`src/rtl/irq_evt_pkg.sv`:
```
package irq_evt_pkg;

    localparam int LINES   = 16;
    localparam int PORTS   = 7;
    localparam int FIELD_W = 4;
    localparam int DATA_W  = 32;
    localparam int ADDR_W  = 4;
    localparam int FIELDS_PER_WORD = DATA_W / FIELD_W;
    localparam int SEL_WORDS = (LINES + FIELDS_PER_WORD - 1) / FIELDS_PER_WORD;

    typedef enum logic [ADDR_W-1:0] {
        A_IMASK = 4'h0,
        A_EMASK = 4'h1,
        A_RISE  = 4'h2,
        A_FALL  = 4'h3,
        A_SWTRG = 4'h4,
        A_PEND  = 4'h5,
        A_SEL0  = 4'h6
    } reg_addr_e;

    typedef struct packed {
        logic [LINES-1:0] imask;
        logic [LINES-1:0] emask;
        logic [LINES-1:0] rise;
        logic [LINES-1:0] fall;
    } line_cfg_t;

    function automatic logic [ADDR_W-1:0] sel_word_addr(input int w);
        return ADDR_W'(int'(A_SEL0) + w);
    endfunction

endpackage

```
`src/rtl/iec_regs.sv`:
```
module iec_regs
    import irq_evt_pkg::*;
(
    input  logic                     clk,
    input  logic                     rst,
    input  logic                     we,
    input  logic [ADDR_W-1:0]        addr,
    input  logic [DATA_W-1:0]        wdata,
    output logic [DATA_W-1:0]        rdata,
    input  logic [LINES-1:0]         pend_i,
    output line_cfg_t                cfg_o,
    output logic [LINES*FIELD_W-1:0] sel_o,
    output logic [LINES-1:0]         sw_o,
    output logic [LINES-1:0]         clr_o
);
    line_cfg_t            cfg_q;
    logic [LINES-1:0]     sw_q;
    logic [FIELD_W-1:0]   sel_q [LINES];
    logic [LINES-1:0]     set_v;
    logic [LINES-1:0]     clr_v;

    assign set_v = (we && addr == A_SWTRG) ? wdata[LINES-1:0] : '0;
    assign clr_v = (we && addr == A_PEND)  ? wdata[LINES-1:0] : '0;

    always_ff @(posedge clk) begin
        if (rst) begin
            cfg_q <= '0;
            sw_q  <= '0;
            for (int n = 0; n < LINES; n++) sel_q[n] <= '0;
        end else begin
            sw_q <= (sw_q | set_v) & ~clr_v;
            if (we) begin
                case (addr)
                    A_IMASK: cfg_q.imask <= wdata[LINES-1:0];
                    A_EMASK: cfg_q.emask <= wdata[LINES-1:0];
                    A_RISE:  cfg_q.rise  <= wdata[LINES-1:0];
                    A_FALL:  cfg_q.fall  <= wdata[LINES-1:0];
                    default: ;
                endcase
                for (int w = 0; w < SEL_WORDS; w++) begin
                    if (addr == sel_word_addr(w)) begin
                        for (int f = 0; f < FIELDS_PER_WORD; f++) begin
                            if (w*FIELDS_PER_WORD + f < LINES)
                                sel_q[w*FIELDS_PER_WORD + f] <= wdata[f*FIELD_W +: FIELD_W];
                        end
                    end
                end
            end
        end
    end

    always_comb begin
        rdata = '0;
        case (addr)
            A_IMASK: rdata[LINES-1:0] = cfg_q.imask;
            A_EMASK: rdata[LINES-1:0] = cfg_q.emask;
            A_RISE:  rdata[LINES-1:0] = cfg_q.rise;
            A_FALL:  rdata[LINES-1:0] = cfg_q.fall;
            A_SWTRG: rdata[LINES-1:0] = sw_q;
            A_PEND:  rdata[LINES-1:0] = pend_i;
            default: ;
        endcase
        for (int w = 0; w < SEL_WORDS; w++) begin
            if (addr == sel_word_addr(w)) begin
                for (int f = 0; f < FIELDS_PER_WORD; f++) begin
                    if (w*FIELDS_PER_WORD + f < LINES)
                        rdata[f*FIELD_W +: FIELD_W] = sel_q[w*FIELDS_PER_WORD + f];
                end
            end
        end
    end

    generate
        for (genvar n = 0; n < LINES; n++) begin : g_sel_out
            assign sel_o[n*FIELD_W +: FIELD_W] = sel_q[n];
        end
    endgenerate

    assign cfg_o = cfg_q;
    assign sw_o  = sw_q;
    assign clr_o = clr_v;

    AST_SW_SELF_CLEAR: assert property (@(posedge clk) disable iff (rst)
        (clr_v != '0) |=> ((sw_q & $past(clr_v)) == '0));

endmodule

```
`src/rtl/iec_front.sv`:
```
module iec_front
    import irq_evt_pkg::*;
(
    input  logic                     clk,
    input  logic                     rst,
    input  logic [PORTS*LINES-1:0]   pins_i,
    input  logic [LINES*FIELD_W-1:0] sel_i,
    input  logic [LINES-1:0]         rise_en_i,
    input  logic [LINES-1:0]         fall_en_i,
    output logic [LINES-1:0]         hw_trig_o
);
    logic [LINES-1:0] line_in;
    logic [LINES-1:0] sync1_q, sync2_q, prev_q;
    logic [LINES-1:0] rise_det, fall_det;

    generate
        for (genvar n = 0; n < LINES; n++) begin : g_src
            logic lv;
            always_comb begin
                lv = 1'b0;
                for (int p = 0; p < PORTS; p++) begin
                    if (sel_i[n*FIELD_W +: FIELD_W] == FIELD_W'(p))
                        lv = pins_i[p*LINES + n];
                end
            end
            assign line_in[n] = lv;
        end
    endgenerate

    always_ff @(posedge clk) begin
        if (rst) begin
            sync1_q <= '0;
            sync2_q <= '0;
            prev_q  <= '0;
        end else begin
            sync1_q <= line_in;
            sync2_q <= sync1_q;
            prev_q  <= sync2_q;
        end
    end

    assign rise_det  = sync2_q & ~prev_q;
    assign fall_det  = ~sync2_q & prev_q;
    assign hw_trig_o = (rise_det & rise_en_i) | (fall_det & fall_en_i);

    AST_RISE_SINGLE: assert property (@(posedge clk) disable iff (rst)
        (rise_det != '0) |=> ((rise_det & $past(rise_det)) == '0));

endmodule

```
`src/rtl/iec_pend.sv`:
```
module iec_pend
    import irq_evt_pkg::*;
(
    input  logic             clk,
    input  logic             rst,
    input  logic [LINES-1:0] hw_trig_i,
    input  logic [LINES-1:0] sw_i,
    input  logic [LINES-1:0] clr_i,
    input  logic [LINES-1:0] imask_i,
    input  logic [LINES-1:0] emask_i,
    output logic [LINES-1:0] pend_o,
    output logic [LINES-1:0] irq_o,
    output logic [LINES-1:0] evt_o
);
    logic [LINES-1:0] pend_q, evt_q, trig_prev_q, trig_all;

    assign trig_all = hw_trig_i | sw_i;

    always_ff @(posedge clk) begin
        if (rst) begin
            pend_q      <= '0;
            evt_q       <= '0;
            trig_prev_q <= '0;
        end else begin
            pend_q      <= (pend_q & ~clr_i) | hw_trig_i | (sw_i & ~clr_i);
            evt_q       <= trig_all & emask_i & ~trig_prev_q;
            trig_prev_q <= trig_all;
        end
    end

    assign pend_o = pend_q;
    assign irq_o  = pend_q & imask_i;
    assign evt_o  = evt_q;

    AST_PEND_STICKY: assert property (@(posedge clk) disable iff (rst)
        ((pend_q & ~clr_i) != '0) |=> ((pend_q & $past(pend_q & ~clr_i)) == $past(pend_q & ~clr_i)));

    AST_CLR_LOSES: assert property (@(posedge clk) disable iff (rst)
        ((clr_i & hw_trig_i) != '0) |=> ((pend_q & $past(clr_i & hw_trig_i)) == $past(clr_i & hw_trig_i)));

    AST_EVT_ONE_CYCLE: assert property (@(posedge clk) disable iff (rst)
        (evt_q != '0) |=> ((evt_q & $past(evt_q)) == '0));

    AST_EVT_MASKED: assert property (@(posedge clk) disable iff (rst)
        (evt_q != '0) |-> ((evt_q & ~$past(emask_i)) == '0));

endmodule

```
`src/rtl/irq_evt_ctrl.sv`:
```
module irq_evt_ctrl
    import irq_evt_pkg::*;
(
    input  logic                   clk,
    input  logic                   rst,
    input  logic                   bus_we,
    input  logic [ADDR_W-1:0]      bus_addr,
    input  logic [DATA_W-1:0]      bus_wdata,
    output logic [DATA_W-1:0]      bus_rdata,
    input  logic [PORTS*LINES-1:0] pins_i,
    output logic [LINES-1:0]       irq_o,
    output logic [LINES-1:0]       evt_o
);
    line_cfg_t                cfg;
    logic [LINES*FIELD_W-1:0] sel;
    logic [LINES-1:0]         sw, clr, pend, hw_trig;

    iec_regs u_regs (
        .clk(clk), .rst(rst), .we(bus_we), .addr(bus_addr), .wdata(bus_wdata),
        .rdata(bus_rdata), .pend_i(pend), .cfg_o(cfg), .sel_o(sel),
        .sw_o(sw), .clr_o(clr)
    );

    iec_front u_front (
        .clk(clk), .rst(rst), .pins_i(pins_i), .sel_i(sel),
        .rise_en_i(cfg.rise), .fall_en_i(cfg.fall), .hw_trig_o(hw_trig)
    );

    iec_pend u_pend (
        .clk(clk), .rst(rst), .hw_trig_i(hw_trig), .sw_i(sw), .clr_i(clr),
        .imask_i(cfg.imask), .emask_i(cfg.emask),
        .pend_o(pend), .irq_o(irq_o), .evt_o(evt_o)
    );

    AST_IRQ_NEEDS_PEND: assert property (@(posedge clk) disable iff (rst)
        ((irq_o & ~pend) == '0));

endmodule

```
`config.mk`:
```
export PLATFORM = sky130hd
export DESIGN_NAME = irq_evt_ctrl
export DESIGN_NICKNAME = d
export VERILOG_FILES = /design/src/rtl/irq_evt_pkg.sv /design/src/rtl/iec_regs.sv /design/src/rtl/iec_front.sv /design/src/rtl/iec_pend.sv /design/src/rtl/irq_evt_ctrl.sv
export SDC_FILE = /design/constraint.sdc
export NUM_CORES = 1
export LEC_CHECK = 0
export BUFFER_PORTS_ARGS = -buffer_cell sky130_fd_sc_hd__buf_2
export CORE_ASPECT_RATIO = 0.9
export CORE_MARGIN = 1.5
export CORE_UTILIZATION = 33
export DETAILED_ROUTE_END_ITERATION = 6
export GPL_TIMING_DRIVEN = 0
export HOLD_SLACK_MARGIN = 0.03
export PLACE_DENSITY = 0.59
export SLEW_MARGIN = 25
export SYNTH_ARGS = -nofsm -noshare
export SYNTH_HDL_FRONTEND = slang
export SYNTH_SLANG_ARGS = --single-unit
```
`constraint.sdc`:
```
create_clock -name clk -period 2.8 [get_ports clk]
set_clock_uncertainty 0.15 [all_clocks]
set_input_delay 0.14 -clock clk [delete_from_list [all_inputs] [get_ports clk]]
set_output_delay 0.14 -clock clk [all_outputs]
set_load 0.1 [all_outputs]
```
# After elaboration in Yosys (flattened, before gate mapping)
# Memories as Yosys holds them, arrays and structs flattened.
# Cells that the tools add are included.
[op_classes] n_reduce_logical=23 muxes=143 eq_ne=103 bitwise_logic=35
[op_table] operator="$eq A4 B3 Y1 const B" count=52
[op_table] operator="$and A16 B16 Y16" count=10
[op_table] operator="$eq A4 B2 Y1 const B" count=34
[op_table] operator="$mux W1" count=122
[op_table] operator="$pmux W16 S6" count=1
[op_table] operator="$or A16 B16 Y16" count=5
[op_table] operator="$eq A4 B1 Y1 const B" count=17
[op_table] operator="$logic_not A4 Y1" count=17
[op_table] operator="$mux W32" count=2
[op_table] operator="$mux W4" count=16
[op_table] operator="$not A16 Y16" count=4
[op_table] operator="$mux W16" count=2
[op_table] operator="$or A1 B1 Y1" count=16
[op_table] operator="$reduce_and A2 Y1" count=4
[op_table] operator="$logic_and A1 B1 Y1" count=2
[word_totals] register_bits=176 n_memories=1 ramBits=64 in_bits=151 output_inout_bits=64
[mem_list] name="u_regs.sel_q" depth=16 word_bits=4 read_ports=16 rd_clocked_by_memory_dff=0 wr=16 line="iec_regs.sv:18" text="logic [FIELD_W-1:0] sel_q [LINES];"

# Depth between registers and ports, before layout
[depth] ltp_word=8 depth_mapped=7

# Hierarchy
# From an unflattened synthesis, not the netlist that was laid out.
[hier_totals] hier_cells=1107 hier_area_um2=11192.0
[by_module_without_submodules] mod="iec_regs" cells_per_inst=713 area_each_um2=6969.2 n_inst=1 seq_area_each_um2=3523.4
[by_module_without_submodules] mod="iec_front" cells_per_inst=229 area_each_um2=2504.9 n_inst=1 seq_area_each_um2=960.9
[by_module_without_submodules] mod="iec_pend" cells_per_inst=165 area_each_um2=1717.9 n_inst=1 seq_area_each_um2=960.9

# Least setup slack after synthesis
# Ideal clock, no wire load.
[synth_path] kind="input port to output port" start="in bus_addr[0]" end="out bus_rdata[10]" t_arrival_ps=2643 slack_ps=-133 stages=6 t_required_ps=2510 n_path_buf=3 path_cell_list="buf_2 > buf_6 > nand2b_1 > clkbuf_1 > o221ai_1 > a31oi_1"
[synth_between] elab_chain_cells=4 word_cells_on_any_way=11 cone_classes="eq/ne: 7; mux: 3; reduce/logical: 1"
[synth_lines] element="start, declared" line="irq_evt_ctrl.sv:7" text="input logic [ADDR_W-1:0] bus_addr,"
[synth_lines] element="$eq A4 B3 Y1 (tied with other cells)" line="iec_regs.sv:54" text="case (addr)"
[synth_lines] element="$pmux W16 S6" line="iec_regs.sv:54"
[synth_lines] element="$mux W32" line="iec_regs.sv:64" text="if (addr == sel_word_addr(w)) begin"
[synth_lines] element="$mux W32 (*)" line="iec_regs.sv:64"
[synth_lines] element="end, declared" line="irq_evt_ctrl.sv:9" text="output logic [DATA_W-1:0] bus_rdata,"
# Every way passes the cells marked *; elsewhere a longest branch is shown, timed or not.

# Worst setup path after layout
[layout_path] start="in bus_addr[1]" end="out bus_rdata[8]"
# Same word-level chain as after synthesis.

==> out/results.txt <==
vias after detailed routing: 10000
Top FF cell, synth: dfxtp_1
Max-cap violations: 0
largest family of logic cells by synthesized area: simple AND/OR/NAND/NOR gates
Site Rows: 63
Die Y: 176 um
simple-gate share of the synthesized area: 20.8%
FILL cells: 3169
RSZ-0062 raised after global routing: no
area leader, netlist: dfxtp_1
Worst Max-Slew Pin Slew: 1.10 ns
Syn Area/Cell: 10.2 um2
Yosys top cell area share: 32.0%
Synth Warn #: 0
drc violations: 0
CTS tree: done
met2 Track Usage GR: 36.1%
Hold Crit Start: pins_i[11]
Netlist cell types: 57
Hold Crit Class: in2reg
r2r endpoint: u_front.sync1_q[0]
register area: 0.00545 mm2
fin nets: 1525
Total Power: 8.36 mW
Pins Over Slew Limit: 0
GR peak layer: met2
multiplexer share of the synthesized area: 7.33%
setup slack after layout: 0.0838 ns
Root Buffer: clkbuf_16
number of enable flip-flop cells after synthesis: 64
DRT Wirelength: 41000 um
DR WL/cell: 22.6 um
CP Data Required Time: 2.51 ns
number of H-tree levels: 1
highest fanout seen on the critical path: 10
clock sink count: 240
GPL Wtd Cong: 0.941
status: completed
Slew HR: 25.8%
first-pass GRT wire length: 60300 um
Core ar.: 0.0329 mm2
DRT iter0 DRCs: 845
register area share after synthesis: 49.5%
Inserted Diodes: 0
commonest non-fill, non-tap cells in the layout: 225 x buf_2, 176 x dfxtp_1, 81 x nand3_1
dpl cells: 1700
Cell Area, Synth: 0.0110 mm2
final hold violations: 0
share of flip-flops with an asynchronous set or reset: 0%
non-filler cells, final: 1816
syn_nets: 1232
CP Class: in2out
Reg2Reg Depth: 5
initial antenna violation count: 0
most area-consuming cells after synthesis: dfxtp_1 32%, edfxtp_1 17%, nor2b_1 4.4%, nand3_1 3.7%, nand3b_1 3.7%
min Tclk post-route: 2.72 ns
Initial Utilization: 33.5%
port buffer count: 195
Final period util: 97.0%
Num CTS Buffers: 27
GRT overflow: 0
share of cells above drive strength 1: 23.5%
clk slew on worst S/H paths: 0.06 ns
largest net degree at the start of global routing: 26
Worst setup EP type: primary output
Area Overhead vs Synth: 29.0%
cell area power density: 589 mW/mm2
CTS Buffer Depth: 3
compound-gate portion of the synthesized area: 16.9%
GR Util met1: 33.0%
endpoints failing setup: 0
Worst Hold Depth: 4
commonest non-fill, non-tap cell in the layout: buf_2
I/O pins: 215
startpoint type of the worst setup path: primary input
vias in the first global route: 9693
cts repair resizes: 0
number of synthesized register bits: 240
number of detailed-route iterations in the first pass: 5
Via density: 5.51
Skew-Pair Late Insertion Delay: 0.54 ns
XOR/XNOR share of the synthesized area: 0%
met3 Usage GRT: 4.89%
post-synthesis instance total: 1081
Max Freq: 0.368 GHz
DRT antenna net count: 0
die area: 0.0344 mm2
reg2reg start: u_regs.sel_q[0][0]
Overall Global Routing Usage: 23.5%
die span in x: 195 um
reg2reg setup slack: 0.44 ns
CP arrival: 2.43 ns
post-synthesis adder-cell area fraction: 0%
Placement Setup Slack: 0.0511 ns
Endpoint, Worst Hold: u_front.sync1_q[11]
post-DP HPWL: 31800 um
area of the multi-input gates: 0.00502 mm2
Leak: 5.46 nW
Hold WS: 0.0495 ns
VDD IR max: 0.416 mV
-- metal layers --
metal  wire [um]  vias to the layer above  part of all wire, %
li1            -                     4620                    -
met1       18300                     4737                   45
met2       17400                      583                   43
met3        3980                       71                  9.7
met4        1240                        0                  3.0
met5           0                        -                    0
-- layout make-up --
type	instances	area share [%]
clock buffer	37	5.69
tap	422	3.72
sequential	240	38.4
timing repair buffer	264	11.9
buffer	102	3.40
clock inverter	12	0.652
inverter	32	0.846
multi-input combinational	707	35.4
-- worst max path at each step --
| stage | start | end | slack (ns) | depth (start not counted) |
|---|---|---|---|---|
| floorplan | rst | u_regs.sel_q[0][0] | 0.45 | 4 |
| global placement | rst | u_regs.sel_q[0][24] | -0.74 | 4 |
| detailed placement | rst | u_regs.sel_q[0][25] | 0.05 | 5 |
| CTS | bus_addr[1] | bus_rdata[8] | 0.13 | 7 |
| global route | bus_addr[1] | bus_rdata[8] | 0.11 | 7 |
| finish | bus_addr[1] | bus_rdata[8] | 0.08 | 7 |
-- critical path: stages --
cell	delay (ns)
buf_2	0.14
buf_6	0.15
buf_6	0.15
nor4_2	0.95
nand2_1	0.15
a31oi_2	0.26
buf_2	0.48
-- power by group --
group	internal, mW	switching (mW)
registers	3.69	0.122
clock network	2.11	1.46
logic	0.382	0.603
total	6.18	2.18
-- through the flow --
step / area (um2) / utilization (%) / TNS [ns]
6_report: 14200 / 43.2 / 0
2_1_floorplan: 11100 / - / 0
5_1_grt: 14200 / 43.2 / 0
4_1_cts: 14200 / 43.2 / 0
3_5_place_dp: 12600 / 38.4 / 0
3_3_place_gp: 12600 / 38.2 / -39.24
-- synthesized netlist by cell type (17+ instances only) --
library cell	number
nor2b_1	77
nand3_1	81
nor2_1	35
mux2i_1	40
a21oi_1	73
o21ai_0	59
nand3b_1	54
inv_1	32
and3b_1	17
dfxtp_1	176
nor4_1	24
buf_2	30
edfxtp_1	64
a31oi_1	43
and2_1	34
clkbuf_1	57
-- logic make-up (layout without fill, tap and decap cells) --
family / count (synthesis) / in the layout
muxes: 60 / 60
AOI/OAI and AO/OA: 282 / 282
DFF: 240 / 240
and+or+nand+nor: 365 / 365
buffers and inverters: 134 / 447
-- registers in the layout (all words and copies together), names as in the netlist --
| signal | flops |
|---|---|
| u_regs.cfg_o | 64 |
| u_regs.sel_q | 64 |
| u_front.prev_q | 16 |
| u_front.sync1_q | 16 |
| u_front.sync2_q | 16 |
| u_pend.evt_o | 16 |
| u_pend.pend_o | 16 |
| u_pend.trig_prev_q | 16 |
| u_regs.sw_o | 16 |
-- timing repair --
action / CTS / global route
hold endpoints to repair: 133 / 0
hold buffers: 67 / 0
buffers inserted: 0 / 0
(Power assumes the default switching activity.)
